**src/rtl/twb_pkg.sv**
```systemverilog
package twb_pkg;
    localparam int BYTE_W = 8;
    localparam int WIDE_W = 2 * BYTE_W;
    localparam int ADDR_W = 3;
    localparam int N_CMP  = 2;

    typedef enum logic [1:0] {
        SEL_COUNT = 2'd0,
        SEL_CMPA  = 2'd1,
        SEL_CMPB  = 2'd2,
        SEL_CAPT  = 2'd3
    } reg_sel_e;

    typedef enum logic [2:0] {
        OP_IDLE,
        OP_WR_HI,
        OP_WR_LO,
        OP_RD_HI,
        OP_RD_LO
    } bus_op_e;

    typedef struct packed {
        bus_op_e  op;
        reg_sel_e sel;
    } bus_req_t;

    function automatic logic uses_latch(reg_sel_e s);
        return (s == SEL_COUNT) || (s == SEL_CAPT);
    endfunction
endpackage

```
**src/rtl/twb_decode.sv**
```systemverilog
module twb_decode
    import twb_pkg::*;
(
    input  logic [ADDR_W-1:0] addr,
    input  logic              wr_en,
    input  logic              rd_en,
    output bus_req_t          req
);
    always_comb begin
        req.sel = reg_sel_e'(addr[ADDR_W-1:1]);
        unique case ({wr_en, rd_en})
            2'b10, 2'b11: req.op = addr[0] ? OP_WR_HI : OP_WR_LO;
            2'b01:        req.op = addr[0] ? OP_RD_HI : OP_RD_LO;
            default:      req.op = OP_IDLE;
        endcase
    end
endmodule

```
**src/rtl/twb_latch.sv**
```systemverilog
module twb_latch
    import twb_pkg::*;
(
    input  logic              clk,
    input  logic              rst,
    input  bus_req_t          req,
    input  logic [BYTE_W-1:0] wdata,
    input  logic [WIDE_W-1:0] cnt_q,
    input  logic [WIDE_W-1:0] capt_q,
    output logic [BYTE_W-1:0] latch_q
);
    logic [BYTE_W-1:0] latch_d;

    always_comb begin
        latch_d = latch_q;
        unique case (req.op)
            OP_WR_HI: latch_d = wdata;
            OP_RD_LO: begin
                if (uses_latch(req.sel))
                    latch_d = (req.sel == SEL_COUNT) ? cnt_q[WIDE_W-1:BYTE_W]
                                                     : capt_q[WIDE_W-1:BYTE_W];
            end
            default: ;
        endcase
    end

    always_ff @(posedge clk) begin
        if (rst) latch_q <= '0;
        else     latch_q <= latch_d;
    end
endmodule

```
**src/rtl/twb_regs.sv**
```systemverilog
module twb_regs
    import twb_pkg::*;
(
    input  logic                        clk,
    input  logic                        rst,
    input  bus_req_t                    req,
    input  logic [BYTE_W-1:0]           wdata,
    input  logic [BYTE_W-1:0]           latch_q,
    input  logic                        cnt_en,
    input  logic                        capt_stb,
    output logic [WIDE_W-1:0]           cnt_q,
    output logic [N_CMP-1:0][WIDE_W-1:0] cmp_q,
    output logic [WIDE_W-1:0]           capt_q
);
    logic [WIDE_W-1:0] commit_word;
    logic              commit;

    assign commit_word = {latch_q, wdata};
    assign commit      = (req.op == OP_WR_LO);

    always_ff @(posedge clk) begin
        if (rst)                                cnt_q <= '0;
        else if (commit && req.sel == SEL_COUNT) cnt_q <= commit_word;
        else if (cnt_en)                        cnt_q <= cnt_q + 1'b1;
    end

    for (genvar g = 0; g < N_CMP; g++) begin : g_cmp
        localparam reg_sel_e MY_SEL = reg_sel_e'(2'(g + 1));
        always_ff @(posedge clk) begin
            if (rst)                             cmp_q[g] <= '0;
            else if (commit && req.sel == MY_SEL) cmp_q[g] <= commit_word;
        end
    end

    always_ff @(posedge clk) begin
        if (rst)                                capt_q <= '0;
        else if (commit && req.sel == SEL_CAPT) capt_q <= commit_word;
        else if (capt_stb)                      capt_q <= cnt_q;
    end
endmodule

```
**src/rtl/tmr_wide_bridge.sv**
```systemverilog
module tmr_wide_bridge
    import twb_pkg::*;
(
    input  logic              clk,
    input  logic              rst,
    input  logic [ADDR_W-1:0] addr,
    input  logic              wr_en,
    input  logic              rd_en,
    input  logic [BYTE_W-1:0] wdata,
    input  logic              cnt_en,
    input  logic              capt_stb,
    output logic [BYTE_W-1:0] rdata,
    output logic [WIDE_W-1:0] cnt_val,
    output logic [WIDE_W-1:0] cmpa_val,
    output logic [WIDE_W-1:0] cmpb_val,
    output logic [WIDE_W-1:0] capt_val
);
    bus_req_t                     req;
    logic [BYTE_W-1:0]            latch_q;
    logic [N_CMP-1:0][WIDE_W-1:0] cmp_q;
    logic [WIDE_W-1:0]            sel_word;
    reg_sel_e                     rd_sel;

    twb_decode u_dec (
        .addr  (addr),
        .wr_en (wr_en),
        .rd_en (rd_en),
        .req   (req)
    );

    twb_latch u_latch (
        .clk     (clk),
        .rst     (rst),
        .req     (req),
        .wdata   (wdata),
        .cnt_q   (cnt_val),
        .capt_q  (capt_val),
        .latch_q (latch_q)
    );

    twb_regs u_regs (
        .clk      (clk),
        .rst      (rst),
        .req      (req),
        .wdata    (wdata),
        .latch_q  (latch_q),
        .cnt_en   (cnt_en),
        .capt_stb (capt_stb),
        .cnt_q    (cnt_val),
        .cmp_q    (cmp_q),
        .capt_q   (capt_val)
    );

    assign cmpa_val = cmp_q[0];
    assign cmpb_val = cmp_q[1];
    assign rd_sel   = reg_sel_e'(addr[ADDR_W-1:1]);

    always_comb begin
        unique case (rd_sel)
            SEL_COUNT: sel_word = cnt_val;
            SEL_CMPA:  sel_word = cmp_q[0];
            SEL_CMPB:  sel_word = cmp_q[1];
            default:   sel_word = capt_val;
        endcase
    end

    always_comb begin
        rdata = '0;
        if (rd_en) begin
            if (!addr[0])                rdata = sel_word[BYTE_W-1:0];
            else if (uses_latch(rd_sel)) rdata = latch_q;
            else                         rdata = sel_word[WIDE_W-1:BYTE_W];
        end
    end
endmodule

```
**config.mk**
```make
export PLATFORM = sky130hd
export DESIGN_NAME = tmr_wide_bridge
export DESIGN_NICKNAME = d
export VERILOG_FILES = /design/src/rtl/twb_pkg.sv /design/src/rtl/twb_decode.sv /design/src/rtl/twb_latch.sv /design/src/rtl/twb_regs.sv /design/src/rtl/tmr_wide_bridge.sv
export SDC_FILE = /design/constraint.sdc
export NUM_CORES = 1
export LEC_CHECK = 0
export ABC_AREA = 0
export BUFFER_PORTS_ARGS = -buffer_cell sky130_fd_sc_hd__buf_2
export CORE_MARGIN = 3
export CORE_UTILIZATION = 49
export CTS_CLUSTER_DIAMETER = 100
export DETAILED_ROUTE_END_ITERATION = 12
export GPL_TIMING_DRIVEN = 0
export PLACE_DENSITY = 0.76
export SLEW_MARGIN = 20
export SYNTH_ARGS = -nofsm -noshare
export SYNTH_HDL_FRONTEND = slang
export SYNTH_HIERARCHICAL = 1
export SYNTH_SLANG_ARGS = --single-unit
```
**constraint.sdc**
```tcl
create_clock -name clk -period 2.1 [get_ports clk]
set_input_delay 0.525 -clock clk [delete_from_list [all_inputs] [get_ports clk]]
set_output_delay 0.525 -clock clk [all_outputs]
set_load 0.005 [all_outputs]
```
==> results of run 1 <==
## registers in the layout, indices dropped and copies added (netlist names)
name / flops
u_regs/cmp_q: 32
u_regs/capt_q: 16
u_regs/cnt_q: 16
u_latch/latch_q: 8
## cell usage in the layout, fill, tap and decap left out, types with 4 or more instances in the layout
master,count
buf_8,4
a211oi_1,30
a311oi_1,4
buf_12,8
xor2_1,4
a21o_1,8
mux2_2,8
nand2_1,38
a221oi_2,8
a211o_1,8
xnor2_1,9
buf_2,87
a22o_1,5
o2bb2ai_1,8
nand2b_1,8
nand4_1,7
inv_1,4
o221ai_2,6
buf_4,16
clkbuf_1,13
a21oi_1,16
nor4_1,4
mux2i_1,41
bufinv_16,4
o21ai_0,6
nor2_1,51
ha_4,4
dfxtp_1,72
a311oi_2,6
clkbuf_8,9
## worst reg2reg max path: cells and delay by family (launching register included)
family | cells | cell delay, ns
and+or+nand+nor | 3 | 1.05
DFF | 1 | 0.55
AOI/OAI and AO/OA | 1 | 0.25
## layer usage
| metal | vias to the layer above | global-route usage | part of all wire |
|---|---|---|---|
| met1 | 1945 | 0.398 | 0.41 |
| met5 | - | 0 | 0 |
| met2 | 240 | 0.465 | 0.47 |
| met3 | 48 | 0.0488 | 0.080 |
| met4 | 0 | 0.131 | 0.037 |
| li1 | 1816 | - | - |
## worst max-delay path by stage
stage | startpoint | end | cells past startpoint
finish | addr[1] | rdata[0] | 8
global placement | rd_en | u_regs/cmp_q[26]$_SDFFE_PP0P_ | 9
CTS | addr[1] | rdata[5] | 9
global route | addr[1] | rdata[0] | 8
detailed placement | rd_en | u_regs/cmp_q[30]$_SDFFE_PP0P_ | 9
floorplan | addr[0] | u_regs/cmp_q[27]$_SDFFE_PP0P_ | 8
## timing repair
item,4_1_cts,5_1_grt
buffers inserted,10,9
resized for setup,52,18
endpoints found under the setup margin,35,44
pin swaps,15,17
gates cloned,2,1
## kinds of logic after synthesis
family	after synthesis
AND/OR/NAND/NOR	129
AO/OA/AOI/OAI	116
flip-flops	72
multiplexers	50
buffers and inverters	42
XOR/XNOR	13
adder cells (fa/ha/maj)	6
## power breakdown
group | switching, uW | internal (uW) | total [uW] | leakage, uW
Combinational | 300 | 276 | 576 | 0.00166
Sequential | 88.9 | 1410 | 1500 | 0.000584
Clock | 572 | 913 | 1490 | 0.000134
Total | 961 | 2600 | 3560 | 0.00238
## synthesized netlist by cell type (2+ instances only)
cell and number:
a211o_1 8, a211oi_1 30, a21o_1 8, a21oi_1 16
a221oi_2 8, a22o_1 5, a22o_4 3, a311oi_1 8
a311oi_2 2, buf_2 5, buf_4 5, buf_6 7
clkbuf_1 16, dfxtp_1 72, ha_1 6, inv_1 6
mux2_2 8, mux2i_1 42, nand2_1 39, nand2b_1 9
nand3_1 3, nand4_1 7, nor2_1 51, nor3_1 2
nor3b_2 2, nor4_1 4, nor4b_1 2, o21ai_0 9
o221ai_1 5, o221ai_2 3, o2bb2ai_1 8, xnor2_1 9
xor2_1 4
## final cells by class
| class | count | area (um2) | share of cell area |
|---|---|---|---|
| Buffer | 30 | 216 | 0.0405 |
| Timing Repair Buffer | 108 | 743 | 0.139 |
| Clock buffer | 9 | 124 | 0.0232 |
| Tap cell | 102 | 128 | 0.0239 |
| Inverter | 7 | 41.3 | 0.00772 |
| Multi-Input combinational cell | 314 | 2510 | 0.470 |
| Sequential cell | 72 | 1440 | 0.269 |
| Clock inverter | 7 | 143 | 0.0267 |
## per-stage QoR
| step | setup WS [ns] | instances | area, um2 | setup TNS, ns |
|---|---|---|---|---|
| final | -0.185 | 649 | 5350 | -1.67 |
| after global routing | -0.212 | 649 | 5350 | -2.55 |
| after CTS | -0.173 | 641 | 5190 | -1.24 |
| after detailed placement | -0.668 | 616 | 4570 | -29.16 |
| after global placement | -0.539 | 616 | 4570 | -21.88 |
| after floorplan | 0.0414 | 428 | 4010 | 0 |
==> run summary, run 1 <==
Result of the run - finished with violations
Failing checks - negative setup slack
Number of levels in the clock H-tree - 3
Clk root buf - clkbuf_8
Core footprint - 7850 um2
Area share of the largest cell type after synthesis - 0.360
Number of cells traversed by the worst register-to-register path - 4
Critical-path maximum fanout - 5
Worst-case vdd ir drop - 0.381 mV
Total of buffers placed on input and output ports - 86
R2R Path Start - u_regs/cnt_q[6]$_SDFFE_PP0P_
Clock sink count - 72
Die Span X - 96.4 um
Io pins - 89
Largest stage delay on the critical path - 0.26 ns
Cell count after synthesis - 428
Final Total Pwr - 3560 uW
Clock-pin slew of the registers on the worst-case setup and hold paths - 0.08 ns
Startpoint of the tightest hold check path - u_regs/cmp_q[27]$_SDFFE_PP0P_
Final worst-path setup slack - -0.185 ns
Yosys warnings - 6
Worst path required time - 1.57 ns
Achievable clock frequency - 438 MHz
#FFs+latches synth - 72
Antenna viol nets, final - 0
Detailed-route wire length - 14.3 mm
Floorplan die area - 9290 um2
Slew at the pin closest to its max-slew limit - 0.676 ns
Leakage - 0.00238 uW
Clock latency on the worst-skew pair - 0.36 ns
Area share of and/or/nand/nor cells after synthesis - 0.158
Layout Utilization - 0.682
Number of DRC markers in iteration 0 - 365
EDFF count, synth - 0
Worst Hold Depth - 2
Period Utilization, post-route - 1.09
Setup Viol. Count Final - 18
# diodes - 0
R2r setup slk - 0.16 ns
Startpoint types - input pin
Vias per cell - 6.24
Worst Hold Margin - 0.486 ns
Cell with the largest stage delay on the worst path - a211o_1
Category of cells accounting for the largest share of critical-path delay - compound AO/OA/AOI/OAI gates
Fin crit period - 2.28 ns
Power density relative to cell area - 666 nW/um2
Antenna violations before repair - 0
Layout area overhead - 33.6%
Global-route wire length before repair - 20.5 mm
Hold Vio Cnt, Final - 0
Endpoint, Worst Hold - u_regs/cmp_q[27]$_SDFFE_PP0P_
Rel. slew slack - 0.547
Half-perimeter wire length of the detailed placement result - 9.78 mm
Count of maximum capacitance violations - 0
Gr usage total - 0.296
Dominant cells by area after synthesis - dfxtp_1 36%, mux2i_1 11%, a211oi_1 5.6%, nor2_1 4.8%, nand2_1 3.7%
Total iterations of the first detailed-routing run - 5
Final number of max-transition violations - 0
Count of different cell masters after synthesis - 49
RePlAce Congestion - 0.978
Terminus of the critical flop-to-flop path - u_regs/cnt_q[15]$_SDFFE_PP0P_
Summed instance area of the synthesized netlist - 4000 um2
DRC violations left - 0
Synthesized netlist net count - 451
Fraction of the yosys area taken by sequential cells - 0.360
Fill count - 627
Clock tree from TritonCTS - yes
Unrepaired setup endpoints after global routing - yes
Die Height - 96.4 um
Via count - 4,049
Worst Path Class, Setup - input pin to primary output
Wire length per cell - 22.1 um
Post-synthesis cell type with the largest combined area - dfxtp_1
Standard-cell rows - 32
Compound-gate portion of the synthesized area - 0.246
Endpoint kind of the worst setup timing path - primary output
Effective utilization at floorplan - 0.510
Gr ovfl total - 0
Net count reported at finish - 565
Fraction of layout instances using a drive strength above 1 - 0.364
Setup skew after layout - 0.0104 ns
Worst path bufs/invs - 4
Share of flip-flops with an asynchronous set or reset - 0
Cells along the critical path - buf_12 -> inv_8 -> ha_4 -> buf_8 -> a211o_1 -> a221oi_2 -> a311oi_2 -> buf_2
Maximum clock path buffer count - 2
Multiplexer share of the synthesized area - 0.128
TritonCTS buffer count - 9
Hold Crit Class - flip-flop to flip-flop
Share of the synthesized netlist area taken by xor and xnor gates - 0.0284
Crit path DAT - 1.76 ns
Via count of the first global-routing pass - 3,703
Maximum number of pins on one net before global-route repair - 14
Hold_buf cts - 0
Top FF cell, synth - dfxtp_1
Mean Syn Cell Area - 9.35 um2
Main combinational cell family by area after synthesis - compound AO/OA/AOI/OAI gates
Adder-cell share of the synthesized area - 0.0188
Note: power is estimated with default switching activity, not from simulation.
==> run 2, diff against run 1 <==
- ABC_AREA: 0 -> 1
- CORE_UTILIZATION: 49 -> 50
==> run summary, run 2 <==
Worst Hold Margin - 0.534 ns
# diodes - 0
Number of DRC markers in iteration 0 - 499
Via count - 5,226
Fraction of layout instances using a drive strength above 1 - 0.253
Endpoint kind of the worst setup timing path - primary output
Die Span X - 100 um
Most common cell in the netlist - nand2_1
Post-placement worst setup slack - -0.422 ns
Count of different cell masters after synthesis - 35
Switching Power - 1060 uW
Standard-cell rows - 33
Leading cell types in the layout, fill and taps excluded - 212 x nand2_1, 132 x nor2_1, 89 x buf_2, 71 x dfxtp_1, 45 x inv_1
Core footprint - 8420 um2
Synthesized netlist net count - 733
Slew at the pin closest to its max-slew limit - 0.529 ns
Fin crit period - 2.18 ns
Worst path required time - 1.57 ns
Floorplan die area - 10,000 um2
Clock tree from TritonCTS - yes
Half-perimeter wire length of the detailed placement result - 11.9 mm
Final design instance area without fill - 5620 um2
Most common library cells after synthesis - 227 x nand2_1, 144 x nor2_1, 72 x dfxtp_1
Clock latency on the worst-skew pair - 0.36 ns
Most common cell after layout, fill and taps aside - nand2_1
Top FF cell, synth - dfxtp_1
Number of flip-flops under the largest register name - 32
Detailed-route wire length - 16.8 mm
Io pins - 89
Setup skew after layout - 0.00627 ns
Critical-path maximum fanout - 6
Yosys warnings - 6
Int Pwr - 2350 uW
Result of the run - finished with violations
R2R Path Start - u_regs/cnt_q[0]$_SDFFE_PP0P_
Effective utilization at floorplan - 0.527
Hold_buf cts - 0
Maximum number of pins on one net before global-route repair - 14
Final number of max-transition violations - 0
Endpoint, Worst Hold - u_regs/cmp_q[1]$_SDFFE_PP0P_
TritonCTS buffer count - 9
RePlAce Congestion - 0.952
Vias per cell - 5.62
Clock-pin slew of the registers on the worst-case setup and hold paths - 0.08 ns
Global-route wire length before repair - 25.2 mm
Antenna viol nets, final - 0
Proportion of power drawn by the clock network - 0.370
Area share of the largest cell type after synthesis - 0.325
Summed instance area of the synthesized netlist - 4440 um2
Hold Crit Class - input pin to flip-flop
Worst Path Class, Setup - input pin to primary output
EDFF count, synth - 0
#FFs+latches synth - 72
Achievable clock frequency - 458 MHz
Maximum clock path buffer count - 2
Share of total power in sequential cells - 0.447
Failing checks - negative setup slack
Rel. slew slack - 0.647
Unrepaired setup endpoints after global routing - yes
Die Height - 100 um
Final worst-path setup slack - -0.0819 ns
DRC violations left - 0
Wire length per cell - 18.0 um
Count of maximum capacitance violations - 0
Via count of the first global-routing pass - 4,667
Leakage - 0.00287 uW
Met2 WL post-DR - 7.51 mm
Number of cells traversed by the worst register-to-register path - 7
Setup Viol. Count Final - 8
Startpoint types - input pin
Fraction of power consumed by combinational cells - 0.182
Worst Hold Depth - 3
Terminus of the critical flop-to-flop path - u_regs/cnt_q[8]$_SDFFE_PP0P_
Worst-case vdd ir drop - 0.340 mV
Register with the most flip-flops - u_regs/cmp_q
Top routing layer used - met4
Period Utilization, post-route - 1.04
Hold Vio Cnt, Final - 0
Post-synthesis cell type with the largest combined area - dfxtp_1
Clk root buf - clkbuf_8
Net switching share of the total power - 0.311
Net count reported at finish - 843
Clock sink count - 72
Largest registers - u_regs/cmp_q: 32 flops, u_regs/capt_q: 16 flops, u_regs/cnt_q: 16 flops
Total of buffers placed on input and output ports - 87
Met3 wire length - 1.69 mm
Number of levels in the clock H-tree - 3
Mean Syn Cell Area - 6.25 um2
Layout Utilization - 0.667
Placement-stage cell area - 5000 um2
Power density relative to cell area - 607 nW/um2
Routed length on met1 - 7.16 mm
Antenna violations before repair - 0
Share of flip-flops with an asynchronous set or reset - 0
Fraction of the yosys area taken by sequential cells - 0.325
Gr usage total - 0.329
Gr ovfl total - 0
Layout area overhead - 26.6%
Total iterations of the first detailed-routing run - 5
Startpoint of the tightest hold check path - wdata[1]
Crit path DAT - 1.66 ns
Dominant cells by area after synthesis - dfxtp_1 32%, nand2_1 19%, nor2_1 12%, nand3_1 4.7%, inv_1 4.1%
R2r setup slk - 0.27 ns
Cell count after synthesis - 710
-- run 2: power groups by stage --
stage | clock, uW | sequential (uW) | combinational (uW)
2_1_floorplan | 0 | 1510 | 328
3_3_place_gp | 0 | 1550 | 503
3_5_place_dp | 0 | 1550 | 511
4_1_cts | 1270 | 1520 | 566
5_1_grt | 1330 | 1530 | 675
6_report | 1260 | 1520 | 621
-- run 2: routing by layer --
metal	track usage	vias up
met3	0.0535	34
met2	0.498	305
met1	0.468	2416
met4	0.124	0
met5	0	-
li1	-	2471
-- run 2: kinds of logic (layout without fill, tap and decap cells) --
group,after synthesis,after routing,share of synthesized area
muxes,16,16,0.0361
DFF,72,72,0.325
AOI/OAI and AO/OA,91,91,0.113
adders and majority gates,6,6,0.0169
buffers and inverters,87,202,0.0995
and+or+nand+nor,434,434,0.401
xor gates and xnor gates,4,4,0.00790
-- run 2: worst max path at each step --
| stage | startpoint | endpoint | slack [ns] | depth (start not counted) |
|---|---|---|---|---|
| 2_1_floorplan | addr[1] | rdata[0] | 0.14 | 8 |
| 3_3_place_gp | rd_en | u_regs/capt_q[1]$_SDFFE_PP0P_ | -0.37 | 7 |
| 3_5_place_dp | rd_en | u_regs/capt_q[9]$_SDFFE_PP0P_ | -0.42 | 7 |
| 4_1_cts | addr[2] | rdata[6] | -0.15 | 12 |
| 5_1_grt | addr[1] | rdata[5] | -0.12 | 12 |
| 6_report | addr[2] | rdata[0] | -0.08 | 11 |
-- run 2: area by class of cell --
class                      instances  area, um2
fill                             812       2810
clock buffer                       9        124
multi-input combinational        551       2740
timing repair buffer             102        632
clock inverter                     7       95.1
inverter                          55        229
tap                              105        131
sequential                        72       1440
buffer                            29        226
-- run 2: stage by stage --
| stage | std cells | TNS [ns] | power, uW |
|---|---|---|---|
| after floorplan | 710 | 0 | 1840 |
| after global placement | 902 | -13.12 | 2050 |
| after detailed placement | 902 | -15.04 | 2060 |
| after CTS | 930 | -1.02 | 3360 |
| after global routing | 930 | -0.868 | 3530 |
| final | 930 | -0.403 | 3410 |
-- run 2: repair_timing --
item                                    CTS  global route
gates resized for setup                  41            54
cloned                                    4             1
endpoints found under the setup margin   10            43
hold endpoints to repair                  0             0
pin swaps                                16            27
setup buffers                             9             1
-- run 2: worst max-delay path, stage by stage --
cell	delay (ns)
buf_12	0.11
ha_4	0.18
inv_8	0.08
buf_6	0.11
buf_8	0.11
buf_6	0.12
nand2_2	0.05
nand2_1	0.05
nand2_1	0.06
nor2_2	0.11
buf_2	0.13
==> run 3, diff against run 2 <==
- CORE_UTILIZATION: 50 -> 55
- PLACE_DENSITY: 0.76 -> 0.8
- clock period: 2.1 -> 2.7 ns (I/O delays scaled with it)
==> run summary, run 3 (synthesis results as in run 2) <==
Share of total power in sequential cells - 0.451
Largest registers - u_regs/cmp_q: 32 flops, u_regs/capt_q: 16 flops, u_regs/cnt_q: 16 flops
Worst path required time - 2.03 ns
Worst Path Class, Setup - input pin to primary output
Cell with the largest stage delay on the worst path - ha_1
Rel. slew slack - 0.616
Half-perimeter wire length of the detailed placement result - 11.3 mm
Unrepaired setup endpoints after global routing - no
GR Layer Usage met2 - 0.529
Io pins - 89
Achievable clock frequency - 376 MHz
Maximum number of pins on one net before global-route repair - 12
Floorplan die area - 9180 um2
Met1 demand-to-capacity share in global routing - 0.427
Setup Viol. Count Final - 0
Cells along the critical path - buf_2 -> inv_1 -> ha_1 -> buf_4 -> buf_4 -> nand2_1 -> nand2_1 -> o21ai_1 -> nand2_1 -> nand2_1 -> nor2_1 -> buf_2
Count of maximum capacitance violations - 0
Effective utilization at floorplan - 0.571
Global-route wire length before repair - 22.7 mm
Clk root buf - clkbuf_8
Number of flip-flops under the largest register name - 32
Gr usage total - 0.328
Net switching share of the total power - 0.275
Number of levels in the clock H-tree - 3
Switching Power - 720 uW
Hold_buf cts - 0
Hold Crit Class - flip-flop to flip-flop
Met3 track demand over resource in global routing - 0.0516
Period Utilization, post-route - 0.984
Layout Utilization - 0.674
Vias per cell - 5.52
Clock sink count - 72
Detailed-route wire length - 15.1 mm
Worst-case vdd ir drop - 0.320 mV
Leakage - 0.00272 uW
Fin crit period - 2.66 ns
Maximum clock path buffer count - 2
Register with the most flip-flops - u_regs/cmp_q
Largest stage delay on the critical path - 0.18 ns
Slew at the pin closest to its max-slew limit - 0.575 ns
RePlAce Congestion - 0.972
Standard-cell rows - 32
Via count of the first global-routing pass - 4,437
Total of buffers placed on input and output ports - 87
Leading cell types in the layout, fill and taps excluded - 227 x nand2_1, 144 x nor2_1, 92 x buf_2, 72 x dfxtp_1, 47 x inv_1
Result of the run - finished, final reports clean
Final number of max-transition violations - 0
# diodes - 0
Total iterations of the first detailed-routing run - 5
Power density relative to cell area - 499 nW/um2
Most common cell after layout, fill and taps aside - nand2_1
Die Height - 95.8 um
TritonCTS buffer count - 9
Startpoint types - input pin
Clock tree from TritonCTS - yes
Endpoint kind of the worst setup timing path - primary output
Grt peak-use layer - met2
Wire length per cell - 16.6 um
Int Pwr - 1900 uW
Clock latency on the worst-skew pair - 0.35 ns
Fraction of layout instances using a drive strength above 1 - 0.181
Top cell by count, worst path - nand2_1
Net count reported at finish - 830
Layout area overhead - 18.1%
Fraction of power consumed by combinational cells - 0.155
Final worst-path setup slack - 0.0421 ns
Die Span X - 95.8 um
DRC violations left - 0
Gr ovfl total - 0
Critical-path maximum fanout - 10
Clock-pin slew of the registers on the worst-case setup and hold paths - 0.07 ns
Antenna violations before repair - 0
Number of DRC markers in iteration 0 - 466
Setup skew after layout - 0.00951 ns
Proportion of power drawn by the clock network - 0.394
Crit path DAT - 1.98 ns
Post-placement worst setup slack - -0.00700 ns
Category of cells accounting for the largest share of critical-path delay - buffers and inverters
Hold Vio Cnt, Final - 0
Worst path bufs/invs - 5
Core footprint - 7770 um2
Via count - 5,036
Antenna viol nets, final - 0
## run 3: cell count changes in the layout (fill, tap and decap cells not counted), moves of 4 or more
cell     previous run  this run
nand2_1           212       227
nand2_2            17         2
nor2_1            132       144
nor2_2             17         7
buf_6              15         6
nand3_1            36        42
nand3_2             7         1
ha_4                4         0
inv_6               4         0
## run 3: repair_timing
item	CTS	global route
resized for setup	1	4
endpoints found under the setup margin	5	8
setup buffers	0	0
pin swaps	0	0
hold endpoints to repair	0	0
## run 3: worst paths after layout
path | slack [ns] | start | endpoint | cells after the start
max | 0.04 | addr[2] | rdata[6] | 12
min | 0.54 | u_regs/cmp_q[13]$_SDFFE_PP0P_ | u_regs/cmp_q[13]$_SDFFE_PP0P_ | 2
max reg2reg | 0.93 | u_regs/cnt_q[0]$_SDFFE_PP0P_ | u_regs/cnt_q[8]$_SDFFE_PP0P_ | 7
min reg2reg | 0.54 | u_regs/cmp_q[13]$_SDFFE_PP0P_ | u_regs/cmp_q[13]$_SDFFE_PP0P_ | 2
## run 3: layer usage
metal / share of wire / wire length (um)
met2: 0.46 / 6970
met3: 0.079 / 1190
met5: 0 / 0
met4: 0.046 / 695
met1: 0.41 / 6260
## run 3: cell type report
| class | count | area (um2) |
|---|---|---|
| Multi-Input combinational cell | 551 | 2560 |
| Sequential cell | 72 | 1440 |
| Inverter | 55 | 214 |
| Clock inverter | 3 | 90.1 |
| Buffer | 31 | 229 |
| Fill cell | 736 | 2530 |
| Timing Repair Buffer | 87 | 435 |
| Clock buffer | 12 | 145 |
| Tap cell | 102 | 128 |
## run 3: worst reg2reg max path: cells and delay by family, from the launching register on
family | cells | cell delay (ns)
AND/OR/NAND/NOR | 4 | 0.60
XOR/XNOR | 1 | 0.15
AO/OA/AOI/OAI | 1 | 0.13
flip-flops | 1 | 0.50
adder cells (fa/ha/maj) | 1 | 0.26
## run 3: power groups by stage
| stage | registers (uW) | logic [uW] | clock network, uW |
|---|---|---|---|
| 3_5_place_dp | 1200 | 394 | 0 |
| 5_1_grt | 1190 | 446 | 1070 |
| 6_report | 1180 | 405 | 1030 |
| 3_3_place_gp | 1200 | 384 | 0 |
| 2_1_floorplan | 1180 | 255 | 0 |
| 4_1_cts | 1180 | 398 | 1040 |
## run 3: per-stage QoR
step	hold slack [ns]	total power, uW	instance area, um2	TNS, ns	cells
final	0.544	2620	5240	0	913
after floorplan	0.507	1430	4440	0	710
after global routing	0.577	2700	5240	0	913
after CTS	0.544	2610	5240	0	914
after global placement	0.514	1580	5000	0	899
after detailed placement	0.520	1600	5000	-0.00700	899
